$ cat src/rtl/aud_clkfs_pkg.sv
package aud_clkfs_pkg;

    typedef enum logic [1:0] {
        CS_HALT  = 2'd0,
        CS_CLK   = 2'd1,
        CS_FRAME = 2'd2
    } ctrl_state_e;

    typedef enum logic [1:0] {
        FS_IDLE  = 2'd0,
        FS_PULSE = 2'd1,
        FS_GAP   = 2'd2
    } fs_state_e;

endpackage

$ cat src/rtl/aud_gen_ctrl.sv
module aud_gen_ctrl
    import aud_clkfs_pkg::*;
(
    input  logic clk_i,
    input  logic rst_ni,
    input  logic drv_bclk_i,
    input  logic drv_fsync_i,
    input  logic bclk_gen_en_i,
    input  logic fsync_gen_en_i,
    input  logic stop_i,
    output logic clk_run_o,
    output logic fs_run_o,
    output logic clk_load_o,
    output logic fs_load_o
);

    ctrl_state_e state_q, state_d;
    logic        clk_ok, fs_ok;

    assign clk_ok = bclk_gen_en_i && drv_bclk_i && !stop_i;
    assign fs_ok  = fsync_gen_en_i && drv_fsync_i;

    always_ff @(posedge clk_i or negedge rst_ni) begin
        if (!rst_ni) state_q <= CS_HALT;
        else         state_q <= state_d;
    end

    always_comb begin
        state_d = state_q;
        unique case (state_q)
            CS_HALT: begin
                if (clk_ok) state_d = CS_CLK;
            end
            CS_CLK: begin
                if (!clk_ok)    state_d = CS_HALT;
                else if (fs_ok) state_d = CS_FRAME;
            end
            CS_FRAME: begin
                if (!clk_ok)     state_d = CS_HALT;
                else if (!fs_ok) state_d = CS_CLK;
            end
            default: state_d = CS_HALT;
        endcase
    end

    always_comb begin
        clk_run_o  = (state_q != CS_HALT);
        fs_run_o   = (state_q == CS_FRAME);
        clk_load_o = (state_q == CS_HALT);
        fs_load_o  = (state_q != CS_FRAME);
    end

    AST_STOP_HALTS: assert property (@(posedge clk_i) disable iff (!rst_ni)
        stop_i |=> (state_q == CS_HALT));
    AST_FRAME_AFTER_CLK: assert property (@(posedge clk_i) disable iff (!rst_ni)
        (state_q == CS_FRAME) |-> ($past(state_q) != CS_HALT));
    AST_NODRIVE_HALT: assert property (@(posedge clk_i) disable iff (!rst_ni)
        !drv_bclk_i |=> (state_q == CS_HALT));

endmodule

$ cat src/rtl/aud_bclk_div.sv
module aud_bclk_div #(
    parameter int DIV_W = 8
) (
    input  logic             clk_i,
    input  logic             rst_ni,
    input  logic             run_i,
    input  logic             load_i,
    input  logic [DIV_W-1:0] div_i,
    output logic             tick_o,
    output logic             wrap_o,
    output logic             bclk_o
);

    localparam int CW = DIV_W + 1;

    logic [DIV_W-1:0] div_q;
    logic [DIV_W-1:0] cnt_q, cnt_d;
    logic [CW-1:0]    hi_len;

    always_ff @(posedge clk_i or negedge rst_ni) begin
        if (!rst_ni)     div_q <= '0;
        else if (load_i) div_q <= div_i;
    end

    assign hi_len = (CW'(div_q) + CW'(2)) >> 1;

    always_comb begin
        if (!run_i)              cnt_d = '0;
        else if (cnt_q == div_q) cnt_d = '0;
        else                     cnt_d = cnt_q + DIV_W'(1);
    end

    always_ff @(posedge clk_i or negedge rst_ni) begin
        if (!rst_ni) cnt_q <= '0;
        else         cnt_q <= cnt_d;
    end

    always_comb begin
        tick_o = run_i && (cnt_q == '0);
        wrap_o = run_i && (cnt_q == div_q);
        bclk_o = run_i && (CW'(cnt_q) < hi_len);
    end

    AST_CNT_RANGE: assert property (@(posedge clk_i) disable iff (!rst_ni)
        run_i |-> (cnt_q <= div_q));
    AST_FIRST_TICK: assert property (@(posedge clk_i) disable iff (!rst_ni)
        $rose(run_i) |-> tick_o);
    AST_DIV_HOLD: assert property (@(posedge clk_i) disable iff (!rst_ni)
        (run_i && $past(run_i)) |-> $stable(div_q));

endmodule

$ cat src/rtl/aud_fsync_seq.sv
module aud_fsync_seq
    import aud_clkfs_pkg::*;
#(
    parameter int FPER_W = 12,
    parameter int FWID_W = 8
) (
    input  logic              clk_i,
    input  logic              rst_ni,
    input  logic              run_i,
    input  logic              load_i,
    input  logic              wrap_i,
    input  logic              tick_i,
    input  logic [FPER_W-1:0] fper_i,
    input  logic [FWID_W-1:0] fwid_i,
    input  logic              pol_i,
    output logic              fs_o
);

    localparam int CMP_W = (FPER_W > FWID_W) ? FPER_W : FWID_W;

    logic [FPER_W-1:0] fper_q;
    logic [FWID_W-1:0] fwid_q;
    logic              pol_q;
    fs_state_e         st_q, st_d;
    logic [FPER_W-1:0] idx_q, idx_d, step;

    always_ff @(posedge clk_i or negedge rst_ni) begin
        if (!rst_ni) begin
            fper_q <= '0;
            fwid_q <= '0;
            pol_q  <= 1'b0;
        end else if (load_i) begin
            fper_q <= fper_i;
            fwid_q <= fwid_i;
            pol_q  <= pol_i;
        end
    end

    assign step = (idx_q == fper_q) ? '0 : idx_q + FPER_W'(1);

    always_comb begin
        st_d  = st_q;
        idx_d = idx_q;
        if (!run_i) begin
            st_d  = FS_IDLE;
            idx_d = '0;
        end else if (wrap_i) begin
            unique case (st_q)
                FS_IDLE: begin
                    st_d  = FS_PULSE;
                    idx_d = '0;
                end
                FS_PULSE, FS_GAP: begin
                    idx_d = step;
                    st_d  = (CMP_W'(step) <= CMP_W'(fwid_q)) ? FS_PULSE : FS_GAP;
                end
                default: begin
                    st_d  = FS_IDLE;
                    idx_d = '0;
                end
            endcase
        end
    end

    always_ff @(posedge clk_i or negedge rst_ni) begin
        if (!rst_ni) begin
            st_q  <= FS_IDLE;
            idx_q <= '0;
        end else begin
            st_q  <= st_d;
            idx_q <= idx_d;
        end
    end

    always_comb begin
        fs_o = pol_q ^ (run_i && (st_q == FS_PULSE));
    end

    AST_IDX_RANGE: assert property (@(posedge clk_i) disable iff (!rst_ni)
        run_i |-> (idx_q <= fper_q));
    AST_FS_ON_TICK: assert property (@(posedge clk_i) disable iff (!rst_ni)
        (run_i && $past(run_i) && !$stable(fs_o)) |-> tick_i);
    AST_FRAME_CFG_HOLD: assert property (@(posedge clk_i) disable iff (!rst_ni)
        (run_i && $past(run_i)) |-> ($stable(fper_q) && $stable(fwid_q) && $stable(pol_q)));
    AST_FIRST_FRAME_WAIT: assert property (@(posedge clk_i) disable iff (!rst_ni)
        $rose(run_i) |-> (fs_o == pol_q));

endmodule

$ cat src/rtl/aud_clkfs_gen.sv
module aud_clkfs_gen #(
    parameter int DIV_W  = 8,
    parameter int FPER_W = 12,
    parameter int FWID_W = 8
) (
    input  logic              clk_i,
    input  logic              rst_ni,
    input  logic              drv_bclk_i,
    input  logic              drv_fsync_i,
    input  logic [DIV_W-1:0]  bclk_div_i,
    input  logic [FPER_W-1:0] frame_len_i,
    input  logic [FWID_W-1:0] pulse_len_i,
    input  logic              fsync_inv_i,
    input  logic              bclk_gen_en_i,
    input  logic              fsync_gen_en_i,
    input  logic              stop_i,
    output logic              bclk_o,
    output logic              bclk_tick_o,
    output logic              fsync_o
);

    logic clk_run, fs_run, clk_load, fs_load, wrap;

    aud_gen_ctrl u_ctrl (
        .clk_i          (clk_i),
        .rst_ni         (rst_ni),
        .drv_bclk_i     (drv_bclk_i),
        .drv_fsync_i    (drv_fsync_i),
        .bclk_gen_en_i  (bclk_gen_en_i),
        .fsync_gen_en_i (fsync_gen_en_i),
        .stop_i         (stop_i),
        .clk_run_o      (clk_run),
        .fs_run_o       (fs_run),
        .clk_load_o     (clk_load),
        .fs_load_o      (fs_load)
    );

    aud_bclk_div #(.DIV_W(DIV_W)) u_div (
        .clk_i  (clk_i),
        .rst_ni (rst_ni),
        .run_i  (clk_run),
        .load_i (clk_load),
        .div_i  (bclk_div_i),
        .tick_o (bclk_tick_o),
        .wrap_o (wrap),
        .bclk_o (bclk_o)
    );

    aud_fsync_seq #(.FPER_W(FPER_W), .FWID_W(FWID_W)) u_fs (
        .clk_i  (clk_i),
        .rst_ni (rst_ni),
        .run_i  (fs_run),
        .load_i (fs_load),
        .wrap_i (wrap),
        .tick_i (bclk_tick_o),
        .fper_i (frame_len_i),
        .fwid_i (pulse_len_i),
        .pol_i  (fsync_inv_i),
        .fs_o   (fsync_o)
    );

endmodule

$ cat config.mk
export PLATFORM = sky130hd
export DESIGN_NAME = aud_clkfs_gen
export DESIGN_NICKNAME = d
export VERILOG_FILES = /design/src/rtl/aud_clkfs_pkg.sv /design/src/rtl/aud_gen_ctrl.sv /design/src/rtl/aud_bclk_div.sv /design/src/rtl/aud_fsync_seq.sv /design/src/rtl/aud_clkfs_gen.sv
export SDC_FILE = /design/constraint.sdc
export NUM_CORES = 1
export LEC_CHECK = 0
export CORE_AREA = 10 10 108 110
export DETAILED_ROUTE_END_ITERATION = 10
export DIE_AREA = 0 0 118 120
export HOLD_SLACK_MARGIN = 0.15
export SLEW_MARGIN = 20
export SYNTH_ARGS = -nofsm -noshare
export SYNTH_HDL_FRONTEND = slang
export SYNTH_SLANG_ARGS = --single-unit
$ cat constraint.sdc
create_clock -name clk_i -period 4.1 [get_ports clk_i]
set_clock_uncertainty 0.15 [all_clocks]
set_input_delay 0.82 -clock clk_i [delete_from_list [all_inputs] [get_ports clk_i]]
set_output_delay 0.82 -clock clk_i [all_outputs]
set_load 0.03 [all_outputs]
== After elaboration in Yosys (flattened, before gate mapping) ==
Index checks and enable logic that the tools add are counted.

* Register bits: 53
* Bits in latches: 0
* Bits in writable memories: 0
* ROM bits: 0
* Bits of input ports: 36
* Logic and storage cells: 55
* Memories kept: 0

* $add $sub $neg: 3
* Multipliers: 0
* Div/mod/pow operators: 0
* Magnitude comparators: 2
* Equal/unequal tests: 11
* Shift operators: 0
* Multiplexer cells: 16
* Bitwise operators: 1
* Reductions and logical operators: 14

{| class="wikitable"
|+ Operators with widths
! operator !! count
|-
| $mux W12 || 4
|-
| $mux W2 || 8
|-
| $mux W8 || 2
|-
| $add A12 B1 Y12 const B || 1
|-
| $eq A12 B12 Y1 || 1
|-
| $le A12 B8 Y1 || 1
|-
| $add A8 B2 Y9 const B || 1
|-
| $add A8 B1 Y8 const B || 1
|-
| $eq A8 B8 Y1 || 1
|-
| $logic_not A8 Y1 || 1
|-
| $lt A8 B8 Y1 || 1
|-
| $logic_and A1 B1 Y1 || 7
|-
| $ne A3 B3 Y1 const B || 2
|-
| $pmux W2 S3 || 1
|-
| $eq A2 B1 Y1 const B || 2
|-
| $eq A2 B2 Y1 const B || 2
|-
| $logic_not A2 Y1 || 2
|-
| $ne A2 B2 Y1 const B || 2
|-
| $pmux W2 S2 || 1
|-
| $reduce_and A3 Y1 || 1
|-
| $ne A2 B1 Y1 const B || 1
|-
| $reduce_bool A2 Y1 || 1
|-
| $reduce_or A2 Y1 || 1
|-
| $logic_not A1 Y1 || 1
|-
| $xor A1 B1 Y1 || 1
|}

== Depth between registers and ports, before layout ==
* Depth in word-level cells: 7
* Depth in mapped cells: 12

== Hierarchy ==
From an unflattened synthesis, not the netlist that was laid out.

* Cell total of the unflattened synthesis: 316
* Area, all modules: 3300.7 µm²

{| class="wikitable"
|+ By module, submodules not included
! module !! times used !! cells each !! area an instance (µm²)
|-
| aud_fsync_seq || 1 || 208 || 2149.6
|-
| aud_bclk_div || 1 || 97 || 1036.0
|-
| aud_gen_ctrl || 1 || 11 || 115.1
|}

== Worst setup path before layout ==
Ideal clock, no wire load.

* Kind: register to output
* From: register u_div.div_q[1]
* To: output bclk_o
* Data arrival time: 2239 ps
* Required time: 3130 ps
* Slack: 891 ps
* Stages on the path, launching flop included: 8
* Buffers on the path: 0
* Cells stage by stage: dfrtp_1 ha_1 nand2_1 nor2_1 xnor2_1 ha_1 or4_1 o21ai_0

* Longest elaborated chain between the ends: 3

{| class="wikitable"
|+ Ends and longest elaborated chain
! item !! RTL line !! RTL
|-
| start, declared || aud_bclk_div.sv:16 || <nowiki>logic [DIV_W-1:0] div_q;</nowiki>
|-
| start signal, assigned || aud_bclk_div.sv:22 || <nowiki>else if (load_i) div_q <= div_i;</nowiki>
|-
| $add A8 B2 Y9 || aud_bclk_div.sv:25 || <nowiki>assign hi_len = (CW'(div_q) + CW'(2)) >> 1;</nowiki>
|-
| $lt A8 B8 Y1 || aud_bclk_div.sv:41 || <nowiki>bclk_o = run_i && (CW'(cnt_q) < hi_len);</nowiki>
|-
| $logic_and A1 B1 Y1 || aud_bclk_div.sv:41 ||
|-
| end, declared || aud_clkfs_gen.sv:17 || <nowiki>output logic bclk_o,</nowiki>
|}

No other way between the ends.

== Worst setup path after layout ==
Ends and elaborated chain as after synthesis.

==> impl_metrics.yaml <==
min_path:
  min_delay_worst_endpoint: "u_fs.fwid_q[0]$_DFFE_PN0N_"
  min_from: "u_fs.fwid_q[0]$_DFFE_PN0N_"
  min_path_type: "reg -> reg"
  holdPathStages: 2
status:
  status: "complete, no violations"
worst_setup_path:
  critPathKind: "reg -> out"
  r2r-end: "u_fs.st_q[1]$_DFFE_PN0P_"
  rr_startpoint: "u_fs.idx_q[0]$_DFFE_PN0P_"
  critPathMaxFanout: 6
  worstPathRequired_ns: 3.13
  worst-endpoint-arrival_ns: 2.93
  r2r_cells: 11
  worst_setup_path_end_kind: "output port"
  startpoint_type: "flip-flop"
  startpoint: "u_div.div_q[1]$_DFFE_PN0P_"
  r2r_slack_ns: 1.04
synth:
  syn_area_sq_um: 3250
  syn_inst: 337
  syn-num-nets: 395
  seq_area_frac_synth: 0.408
  synth_area_per_cell_sq_um: 9.63
  synth-edff-count: 0
  synth_top_area_cell: "dfrtp_1"
  netlist.area_leader.share: 0.408
  ys.flop_type: "dfrtp_1"
  synthDistinctLibCells: 50
  synth-seq-cells: 53
  yosys_warnings: 0
  synth_area_leaders: "dfrtp_1 41%, ha_1 8.5%, nand2_1 6.6%"
  async_reset_ff_frac: 1.00
die:
  design.core.area_sq_um: 9550
  die_w_microns: 118
  std_cell_rows: 36
  die_h_microns: 120
  dieArea_sq_um: 14200
  ios: 39
  start_util: 0.340
placed_design:
  port_buffers: 38
  place_congestion: 0.858
  dp_cells: 499
  dpl.hpwl_mm: 5.53
global_routing:
  grt_max_degree: 30
  grtUsageMet3: 0.0206
  grt_pass1_vias: 2631
  grt_busiest_layer: "met2"
  antenna_found_initial: 0
  grt_util_met2: 0.192
  grt_first_pass_wirelength_mm: 12.4
  grtUsageTotal: 0.103
  overflow: 0
  met1_usage: 0.117
sta:
  hold_viol: 0
  grt_setup_unrepaired: "false"
  slew_violations: 0
  max_slew_margin: 0.556
  fin_crit_sh: 0.951
  worst_pin_slew_ns: 0.667
  max_freq_ghz: 0.256
  finalSetupViolCount: 0
  fin_crit_ns: 3.90
  setup_tns_ns: 0
final_layout:
  instances_no_fill: 507
  drive_above_1_share: 0.123
  layout_common_cells: "57 x nand2_1, 53 x dfrtp_1, 37 x clkdlybuf4s50_1"
  fillers: 992
  antenna_cells: 0
  mostFrequentLayoutCell: "nand2_1"
  layout.nets: 431
  multi_input_area_sq_um: 1790
  register_area_sq_um: 1330
  syn_to_final_growth_pct: 18.2
flow_run:
  cap_violations: 0
routing:
  vias: 2476
  ant_nets: 0
  drt_pass1_iterations: 4
  wl_per_cell_microns: 14.2
  drtIter0Drc: 50
  vias_per_cell: 4.88
  wl_mm: 7.18
  drc: 0
cts:
  insertion_delay_ns: 0.31
  cts_htree_levels: 2
  cts_tree: "built"
  clk_pin_slew_worst_paths_ns: 0.09
  clockBufferDepth: 2
  cts_setup_buffers: 0
  clkSinkCount: 53
  clockRootBuffer: "clkbuf_8"
  cts_resized: 0
  numCtsBuffers: 5
  cts_hold_buf: 0
power_and_ir_drop:
  power_density_nw_per_um2: 252
  ir_drop_v: 0.000144
  p_leak_uw: 0.00172
flip-flops by register name, indices dropped and copies added, names as in the netlist:
signal and flops:
u_ctrl.state_q 2, u_fs.pol_q 1, u_div.cnt_q 8, u_fs.fper_q 12
u_div.div_q 8, u_fs.st_q 2, u_fs.fwid_q 8, u_fs.idx_q 12
power by group:
group	internal [uW]	total [uW]	switching (uW)	leakage (uW)
logic	64.2	119	54.3	0.00101
registers	540	557	17.1	0.000672
clock network	121	292	172	0.0000374
worst max-delay path by stage:
| stage | endpoint | slack (ns) |
|---|---|---|
| floorplan | bclk_o | 0.89 |
| global placement | bclk_o | 0.58 |
| detailed placement | bclk_o | 0.57 |
| CTS | bclk_o | 0.20 |
| global route | bclk_o | 0.04 |
| finish | bclk_o | 0.20 |
stage by stage:
step | power, uW | setup WS (ns) | instance area [sq um] | hold WS, ns | utilization
6_report | 968 | 0.200 | 3840 | 0.337 | 0.402
5_1_grt | 1020 | 0.0404 | 3840 | 0.368 | 0.402
4_1_cts | 984 | 0.202 | 3840 | 0.340 | 0.402
3_5_place_dp | 689 | 0.571 | 3750 | 0.316 | 0.393
3_3_place_gp | 685 | 0.577 | 3750 | 0.317 | 0.393
2_1_floorplan | 624 | 0.891 | 3250 | 0.295 | -
cell families (layout without fill, tap and decap cells):
group	Yosys count	in the layout	synth area share
simple gates	142	142	0.233
compound gates	41	41	0.0952
buf+inv	31	68	0.0424
flops	53	53	0.408
xor+xnor	39	39	0.105
mux	9	9	0.0312
fa+ha+maj	22	22	0.0848
Yosys cell counts, types with 2 or more instances:
library cell,count
nand2_1,57
dfrtp_1,53
nor2_1,23
ha_1,22
xnor2_1,21
inv_1,18
xor2_1,18
nand3_1,15
o21ai_0,13
nor3_1,10
mux2_2,9
a22o_2,8
clkbuf_1,8
nand4_1,6
a21oi_1,4
or3_1,4
nor4_1,3
a21o_1,2
a221o_1,2
and3_1,2
buf_2,2
buf_6,2
nand2b_1,2
nand4_4,2
nor2b_1,2
nor4_4,2
o21a_1,2
o22a_1,2
or2_2,2
layout make-up:
type / count / share of cell area
tap: 133 / 0.0434
clock buffer: 6 / 0.0189
multi-input combinational: 253 / 0.465
clock inverter: 2 / 0.00391
sequential: 53 / 0.346
timing repair buffer: 42 / 0.106
inverter: 18 / 0.0176
per-layer routing:
metal	vias to the layer above	routed length [microns]	part of all wire
met1	1217	3150	0.44
met2	31	3720	0.52
li1	1222	-	-
met5	-	0	0
met4	0	100	0.014
met3	6	211	0.029
worst max-delay path, cell delays in order (launching register included):
cell and delay [ns]:
dfrtp_1 0.46, ha_1 0.27, nand2_1 0.07, nor2_1 0.05, xnor2_1 0.13, ha_1 0.20
or4_1 0.51, o21ai_0 0.23, clkdlybuf4s50_1 0.72
Power figures use the tool's default switching activity.
